$ cat config.mk
export PLATFORM = sky130hd
export DESIGN_NAME = pcm_level_cond
export DESIGN_NICKNAME = d
export VERILOG_FILES = /design/src/rtl/lvl_pkg.sv /design/src/rtl/lvl_control.sv /design/src/rtl/lvl_datapath.sv /design/src/rtl/pcm_level_cond.sv
export SDC_FILE = /design/constraint.sdc
export NUM_CORES = 1
export LEC_CHECK = 0
export BUFFER_PORTS_ARGS = -buffer_cell sky130_fd_sc_hd__buf_2
export CAP_MARGIN = 20
export CELL_PAD_IN_SITES_DETAIL_PLACEMENT = 1
export CELL_PAD_IN_SITES_GLOBAL_PLACEMENT = 1
export CORE_MARGIN = 10
export CORE_UTILIZATION = 44
export DETAILED_ROUTE_END_ITERATION = 16
export PLACE_DENSITY = 0.83
export SETUP_SLACK_MARGIN = 0.02
export SLEW_MARGIN = 20
export SYNTH_ARGS = -nofsm -noshare
export SYNTH_HDL_FRONTEND = slang
export SYNTH_SLANG_ARGS = --single-unit
$ cat constraint.sdc
create_clock -name clk -period 108.4 [get_ports clk]
set_input_delay 10.84 -clock clk [delete_from_list [all_inputs] [get_ports clk]]
set_output_delay 10.84 -clock clk [all_outputs]
set_load 0.1 [all_outputs]
$ cat src/rtl/lvl_pkg.sv
package lvl_pkg;

  localparam int CODE_W = 2;

  typedef enum logic [CODE_W-1:0] {
    RX_OFF = 2'b00,
    RX_GC  = 2'b01,
    RX_RSV = 2'b10,
    RX_LR  = 2'b11
  } rxMode_e;

  // strobes and selects from control to datapath
  typedef struct packed {
    logic              calc;
    logic [CODE_W-1:0] attShift;
    logic [CODE_W-1:0] gainShift;
    rxMode_e           rxMode;
    logic              clipOn;
    logic              howlSend;
    logic              howlRx;
  } lvlCtl_t;

endpackage

$ cat src/rtl/lvl_control.sv
module lvl_control
  import lvl_pkg::*;
(
  input  logic              clk,
  input  logic              rstN,
  input  logic              sampleValid,
  input  logic [CODE_W-1:0] sendAttCode,
  input  logic [CODE_W-1:0] sendGainCode,
  input  logic [CODE_W-1:0] rxCtlCode,
  input  logic              clipEn,
  input  logic              howlEn,
  input  logic              rxActive,
  input  logic              sendActive,
  output lvlCtl_t           ctl
);

  logic [CODE_W-1:0] attQ, gainQ, rxCodeQ;
  logic clipQ, howlQ, rxActQ, sendActQ, calcQ;
  logic onlyRx;

  // controls are taken only with the frame strobe
  always_ff @(posedge clk or negedge rstN) begin
    if (!rstN) begin
      attQ     <= '0;
      gainQ    <= '0;
      rxCodeQ  <= '0;
      clipQ    <= 1'b0;
      howlQ    <= 1'b0;
      rxActQ   <= 1'b0;
      sendActQ <= 1'b0;
      calcQ    <= 1'b0;
    end else begin
      calcQ <= sampleValid;
      if (sampleValid) begin
        attQ     <= sendAttCode;
        gainQ    <= sendGainCode;
        rxCodeQ  <= rxCtlCode;
        clipQ    <= clipEn;
        howlQ    <= howlEn;
        rxActQ   <= rxActive;
        sendActQ <= sendActive;
      end
    end
  end

  assign onlyRx = rxActQ & ~sendActQ;

  always_comb begin
    ctl.calc      = calcQ;
    ctl.attShift  = attQ;
    ctl.gainShift = gainQ;
    ctl.rxMode    = rxMode_e'(rxCodeQ);
    ctl.clipOn    = clipQ;
    ctl.howlSend  = howlQ & onlyRx;
    ctl.howlRx    = howlQ & ~onlyRx;
  end

  // latched settings move only with a strobe
  a_r8_cfg_hold: assert property (@(posedge clk) disable iff (!rstN)
    !sampleValid |=> $stable({attQ, gainQ, rxCodeQ, clipQ, howlQ, rxActQ, sendActQ}));

  // exactly one anti-howling cut when enabled, none otherwise
  a_r7_one_cut: assert property (@(posedge clk) disable iff (!rstN)
    howlQ |-> ($countones({ctl.howlSend, ctl.howlRx}) == 1));

  a_r7_no_cut: assert property (@(posedge clk) disable iff (!rstN)
    !howlQ |-> !(ctl.howlSend || ctl.howlRx));

endmodule

$ cat src/rtl/lvl_datapath.sv
module lvl_datapath
  import lvl_pkg::*;
#(
  parameter int W   = 16,
  parameter int LW  = 16,
  parameter int REF = 4000
) (
  input  logic                clk,
  input  logic                rstN,
  input  logic                sampleValid,
  input  lvlCtl_t             ctl,
  input  logic signed [W-1:0] rxIn,
  input  logic signed [W-1:0] sendIn,
  input  logic signed [W-1:0] resIn,
  input  logic [LW-1:0]       rxLevel,
  input  logic [LW-1:0]       sendLevel,
  output logic                outValid,
  output logic signed [W-1:0] rxToEc,
  output logic signed [W-1:0] rxOut,
  output logic signed [W-1:0] sendToEc,
  output logic signed [W-1:0] sendOut
);

  localparam int NSTEP   = 2 ** CODE_W;
  localparam int GW      = W + NSTEP - 1;
  localparam int PW      = W + LW + 2;
  localparam int LVL_M20  = REF / 10;
  localparam int LVL_M115 = (REF * 266) / 1000;
  localparam int LVL_M54  = (REF * 2) / 1000;
  localparam int KNEE_Q  = 12315;
  localparam int KNEE_SH = 15;

  localparam logic signed [GW-1:0] HI = GW'((2 ** (W - 1)) - 1);
  localparam logic signed [GW-1:0] LO = -HI - GW'(1);
  localparam logic signed [PW-1:0] M20S  = PW'(LVL_M20);
  localparam logic signed [PW-1:0] KNEES = PW'(KNEE_Q);
  localparam logic [LW-1:0] M20L  = LW'(LVL_M20);
  localparam logic [LW-1:0] M115L = LW'(LVL_M115);
  localparam logic [LW-1:0] M54L  = LW'(LVL_M54);

  function automatic logic signed [W-1:0] satW(input logic signed [GW-1:0] v);
    if (v > HI)      return HI[W-1:0];
    else if (v < LO) return LO[W-1:0];
    else             return v[W-1:0];
  endfunction

  // input stage, taken with the strobe
  logic signed [W-1:0] rxQ, sendQ, resQ;
  logic [LW-1:0] rxLvlQ, sendLvlQ;

  always_ff @(posedge clk or negedge rstN) begin
    if (!rstN) begin
      rxQ      <= '0;
      sendQ    <= '0;
      resQ     <= '0;
      rxLvlQ   <= '0;
      sendLvlQ <= '0;
    end else if (sampleValid) begin
      rxQ      <= rxIn;
      sendQ    <= sendIn;
      resQ     <= resIn;
      rxLvlQ   <= rxLevel;
      sendLvlQ <= sendLevel;
    end
  end

  // send-output boost: one saturating tap per code value
  logic signed [GW-1:0] resExt;
  logic signed [W-1:0]  gainTap [NSTEP];
  assign resExt = {{(GW-W){resQ[W-1]}}, resQ};

  for (genvar k = 0; k < NSTEP; k++) begin : g_gain
    assign gainTap[k] = satW(resExt <<< k);
  end

  // receive gain controller
  logic signed [PW-1:0] rxExt, lvlDiv, prodM20, prodKnee, gcRaw;
  logic signed [W-1:0]  rxGc;
  assign rxExt    = {{(PW-W){rxQ[W-1]}}, rxQ};
  assign lvlDiv   = (rxLvlQ == '0) ? PW'(1) : {{(PW-LW){1'b0}}, rxLvlQ};
  assign prodM20  = rxExt * M20S;
  assign prodKnee = rxExt * KNEES;

  always_comb begin
    if (rxLvlQ > M115L)       gcRaw = prodKnee >>> KNEE_SH;
    else if (rxLvlQ >= M20L)  gcRaw = prodM20 / lvlDiv;
    else                      gcRaw = rxExt;
    rxGc = gcRaw[W-1:0];
  end

  logic signed [W-1:0] refN, postN, rxOutN, sendToEcN, boosted, cutSend, sendOutN;

  always_comb begin
    unique case (ctl.rxMode)
      RX_GC: begin
        refN  = rxGc;
        postN = rxGc;
      end
      RX_LR: begin
        refN  = rxQ >>> 1;
        postN = satW({{(GW-W){refN[W-1]}}, refN} <<< 1);
      end
      default: begin
        refN  = rxQ;
        postN = rxQ;
      end
    endcase
    rxOutN = ctl.howlRx ? (postN >>> 1) : postN;

    sendToEcN = sendQ >>> ctl.attShift;
    boosted   = gainTap[ctl.gainShift];
    cutSend   = ctl.howlSend ? (boosted >>> 1) : boosted;
    if (ctl.clipOn && (sendLvlQ < M54L))
      sendOutN = {{(W-1){1'b0}}, 1'b1};
    else
      sendOutN = cutSend;
  end

  // output stage, one cycle after the strobe cycle
  always_ff @(posedge clk or negedge rstN) begin
    if (!rstN) begin
      outValid <= 1'b0;
      rxToEc   <= '0;
      rxOut    <= '0;
      sendToEc <= '0;
      sendOut  <= '0;
    end else begin
      outValid <= ctl.calc;
      if (ctl.calc) begin
        rxToEc   <= refN;
        rxOut    <= rxOutN;
        sendToEc <= sendToEcN;
        sendOut  <= sendOutN;
      end
    end
  end

  a_r9_latency: assert property (@(posedge clk) disable iff (!rstN)
    sampleValid |=> ##1 outValid);

  a_r9_hold: assert property (@(posedge clk) disable iff (!rstN)
    !ctl.calc |=> (!outValid && $stable(sendOut) && $stable(rxOut)
                   && $stable(rxToEc) && $stable(sendToEc)));

  a_r6_clip: assert property (@(posedge clk) disable iff (!rstN)
    (ctl.calc && ctl.clipOn && (sendLvlQ < M54L)) |=> (sendOut == W'(1)));

  a_r5_lr_pair: assert property (@(posedge clk) disable iff (!rstN)
    (ctl.calc && (ctl.rxMode == RX_LR) && !ctl.howlRx) |=>
      (rxOut == {rxToEc[W-2:0], 1'b0}));

endmodule

$ cat src/rtl/pcm_level_cond.sv
module pcm_level_cond #(
  parameter int W   = 16,
  parameter int LW  = 16,
  parameter int REF = 4000
) (
  input  logic                clk,
  input  logic                rstN,
  input  logic                sampleValid,
  input  logic signed [W-1:0] rxIn,
  input  logic signed [W-1:0] sendIn,
  input  logic signed [W-1:0] resIn,
  input  logic [LW-1:0]       rxLevel,
  input  logic [LW-1:0]       sendLevel,
  input  logic                rxActive,
  input  logic                sendActive,
  input  logic [1:0]          sendAttCode,
  input  logic [1:0]          sendGainCode,
  input  logic [1:0]          rxCtlCode,
  input  logic                clipEn,
  input  logic                howlEn,
  output logic                outValid,
  output logic signed [W-1:0] rxToEc,
  output logic signed [W-1:0] rxOut,
  output logic signed [W-1:0] sendToEc,
  output logic signed [W-1:0] sendOut
);

  lvl_pkg::lvlCtl_t ctl;

  lvl_control u_ctl (
    .clk          (clk),
    .rstN         (rstN),
    .sampleValid  (sampleValid),
    .sendAttCode  (sendAttCode),
    .sendGainCode (sendGainCode),
    .rxCtlCode    (rxCtlCode),
    .clipEn       (clipEn),
    .howlEn       (howlEn),
    .rxActive     (rxActive),
    .sendActive   (sendActive),
    .ctl          (ctl)
  );

  lvl_datapath #(.W(W), .LW(LW), .REF(REF)) u_dp (
    .clk         (clk),
    .rstN        (rstN),
    .sampleValid (sampleValid),
    .ctl         (ctl),
    .rxIn        (rxIn),
    .sendIn      (sendIn),
    .resIn       (resIn),
    .rxLevel     (rxLevel),
    .sendLevel   (sendLevel),
    .outValid    (outValid),
    .rxToEc      (rxToEc),
    .rxOut       (rxOut),
    .sendToEc    (sendToEc),
    .sendOut     (sendOut)
  );

endmodule

==> impl_metrics.toml <==
[synthesis]
synth_area_per_cell_um2 = 7.17
async_flop_share = 1.00
ys_seq_area_frac = 0.0737
synth_flop_cell = "dfrtp_1"
yosysUniqueCellTypes = 146
ys.warnings.count = 0
synth_edf_count = 0
syn_inst = 7204
synthesis.area_mm2 = 0.0516
synth-seq-cells = 152

[critical_path]
startpoint_type = "flop"
cpPeakStageDelay_ns = 0.58
cpMostUsedCell = "a21o_1"
cp.required_ns = 108.73
critPathMaxFanout = 26
critPathArrivalTime_ns = 103.19
path_class = "flop to flop"
r2r_start = "u_dp.rxQ[0]$_DFFE_PN0P_"
slowest_stage = "or4_4"
crit_path_start = "u_dp.rxQ[0]$_DFFE_PN0P_"
r2r_slack_ns = 5.54
end_kind = "flop"

[layout]
final_common_cell = "nor2_1"
area_growth_pct = 14.2
mostFrequentLayoutCells = "nor2_1, a21oi_1, nand2_1"
nets = 8252
post-route-util = 0.507
drive_gt1_frac = 0.170

[route]
dr.pass1.iters = 5
met2WireLength_um = 102000
routed_wl_um = 219000
via_per_inst = 6.48
drtIter0Drc = 4363
wl_met1_um = 93100
dr_wl_met3_um = 12400
highest_layer = "met5"
antenna_left = 0
vias = 58672
drc = 0
detail_route.wl_per_cell_um = 24.2

[global_route]
grt_pass1_wl_um = 333000
grt_pass1_vias = 59306
grtUsageTotal = 0.309
antenna_found_initial = 5
grt_max_degree = 96
overflow = 0

[floorplanning]
die_w_um = 363
die_h_um = 363
start_util = 0.444
die_area_mm2 = 0.131
row_count = 125
io_pins = 158
core-area_mm2 = 0.116

[clocking]
clockBufferDepth = 2
clk_latency_ns = 0.47
clock-sinks = 152
cts_tree = "yes"
cts_inserted_buffers = 17
cts-root-buf = "clkbuf_16"
cts_max_level = 4
clkTransAtPathRegs_ns = 0.10

[status]
status = "finished, final reports clean"

[timing]
slew_violations = 0
period_share = 0.949
period_needed_ns = 102.86
hold_violations = 0
max_slew_margin = 0.164
worst_pin_slew_ns = 1.23
finalSetupViolCount = 0
clock.fmax_mhz = 9.72
fin_worst_skew_ns = 0.0228

[place]
place.gp.congestion = 0.968
dp_hpwl_um = 169000
port-buffer-count = 154

[min_path]
hold_class = "flop to flop"
hold_start = "u_dp.rxToEc[6]$_DFFE_PN0P_"

[job]
drv_cap = 0
[cell type report]
| cell class | instances | area [µm²] |
|---|---|---|
| Fill cell | 14783 | 57400 |
| Sequential cell | 152 | 3820 |
| Antenna cell | 1 | 2.50 |
| Multi-Input combinational cell | 6402 | 47200 |
| Tap cell | 1524 | 1910 |
| Timing Repair Buffer | 546 | 3930 |
| Clock buffer | 17 | 425 |
| Inverter | 398 | 1500 |
| Clock inverter | 15 | 194 |
[critical path, delay by kind of cell, from the launching register on]
family | cells | cell delay [ns]
XOR/XNOR | 7 | 1.41
buffers and inverters | 43 | 5.67
adder cells (fa/ha/maj) | 38 | 11.54
AO/OA/AOI/OAI | 292 | 50.13
AND/OR/NAND/NOR | 199 | 30.41
multiplexers | 10 | 2.81
flip-flops | 1 | 0.48
[routing by layer]
| metal | global-route usage | up-vias |
|---|---|---|
| met1 | 0.390 | 29099 |
| li1 | - | 27189 |
| met5 | 0 | - |
| met2 | 0.524 | 1854 |
| met3 | 0.0363 | 526 |
| met4 | 0.137 | 4 |
[kinds of logic (layout without fill, tap and decap cells)]
logic type	count (synthesis)	in the layout	synth area share
compound gates	2312	2312	0.298
other cells	1	5	0.0000726
buf+inv	653	976	0.0494
simple gates	2603	2603	0.255
flops	152	152	0.0737
xor+xnor	567	567	0.0971
fa+ha+maj	655	655	0.169
mux	261	261	0.0576
[state kept, by name, indices dropped and copies added, names as in the netlist]
signal / flops
u_dp.outValid: 1
u_ctl.rxActQ: 1
u_ctl.rxCodeQ: 2
u_dp.rxQ: 16
u_ctl.sendActQ: 1
u_ctl.attQ: 2
u_dp.sendQ: 16
u_dp.rxToEc: 15
u_ctl.howlQ: 1
u_ctl.gainQ: 2
u_dp.sendLvlQ: 13
u_dp.resQ: 16
u_ctl.clipQ: 1
u_dp.rxLvlQ: 16
u_ctl.calcQ: 1
u_dp.sendToEc: 16
u_dp.rxOut: 16
u_dp.sendOut: 16
[worst paths after layout]
| check | to | cells past startpoint |
|---|---|---|
| min in group asynchronous | u_dp.sendQ[2]$_DFFE_PN0P_ | 1 |
| min | u_dp.rxToEc[6]$_DFFE_PN0P_ | 2 |
| max reg2reg | u_dp.rxToEc[10]$_DFFE_PN0P_ | 589 |
| max in group asynchronous | u_dp.rxQ[9]$_DFFE_PN0P_ | 2 |
| max | u_dp.rxToEc[10]$_DFFE_PN0P_ | 589 |
| min reg2reg | u_dp.rxToEc[6]$_DFFE_PN0P_ | 2 |
[through the flow]
| step | hold WS (ns) | TNS (ns) | setup slack (ns) | cell area [µm²] | std cells |
|---|---|---|---|---|---|
| 2_1_floorplan | 0.352 | 0 | 0.0388 | 51800 | 7207 |
| 5_1_grt | 0.520 | -25.63 | -1.09 | 59000 | 9054 |
| 6_report | 0.480 | 0 | 5.54 | 59000 | 9055 |
| 4_1_cts | 0.486 | 0 | 0.0278 | 56800 | 8953 |
| 3_5_place_dp | 0.468 | -97.27 | -3.72 | 55500 | 8894 |
| 3_3_place_gp | 0.463 | -2.12 | -0.325 | 55500 | 8894 |
[Yosys cell counts (17+ instances only)]
| cell | count | area [µm²] |
|---|---|---|
| mux2_2 | 172 | 1940 |
| nor3_1 | 203 | 1020 |
| xor2_1 | 197 | 1730 |
| clkbuf_1 | 163 | 612 |
| dfrtp_1 | 152 | 3800 |
| a21boi_0 | 20 | 150 |
| fa_1 | 72 | 1440 |
| a221oi_1 | 22 | 193 |
| or2_1 | 20 | 125 |
| o31ai_1 | 66 | 495 |
| or2_2 | 45 | 282 |
| o21a_1 | 103 | 773 |
| nand2_1 | 633 | 2380 |
| o21ai_1 | 59 | 295 |
| and4_1 | 45 | 394 |
| inv_1 | 388 | 1460 |
| a211oi_1 | 64 | 480 |
| mux2i_1 | 71 | 711 |
| a211o_1 | 25 | 219 |
| or4_1 | 28 | 210 |
| a21o_1 | 268 | 2010 |
| or3_1 | 66 | 413 |
| nand4_1 | 106 | 663 |
| buf_2 | 35 | 175 |
| o211ai_1 | 56 | 420 |
| and2_1 | 100 | 626 |
| a21oi_1 | 708 | 3540 |
| xnor2_1 | 365 | 3200 |
| and3_1 | 71 | 444 |
| nand2b_1 | 126 | 788 |
| o2111a_1 | 18 | 203 |
| a41oi_1 | 17 | 149 |
| nor4_1 | 72 | 450 |
| a31oi_1 | 82 | 513 |
| nand3_1 | 197 | 986 |
| nor2b_1 | 87 | 544 |
| o2111ai_1 | 20 | 175 |
| ha_1 | 570 | 7130 |
| buf_1 | 45 | 169 |
| o211a_1 | 18 | 180 |
| nor2_1 | 676 | 2540 |
| nor3b_1 | 22 | 165 |
| o21bai_1 | 46 | 345 |
| a311oi_1 | 18 | 158 |
| o21ai_0 | 415 | 2080 |
[what timing repair did]
action / CTS / global route
endpoints found under the setup margin: 31 / 31
hold endpoints to repair: 0 / 0
pin swaps: 13 / 113
buffers inserted: 26 / 98
resized for setup: 106 / 347
cloned: 1 / 3
hold buffers: 0 / 0
Power is left out: the tool's default activity adds up to more than one toggle a clock period on the data nets, which glitch-free logic cannot reach.
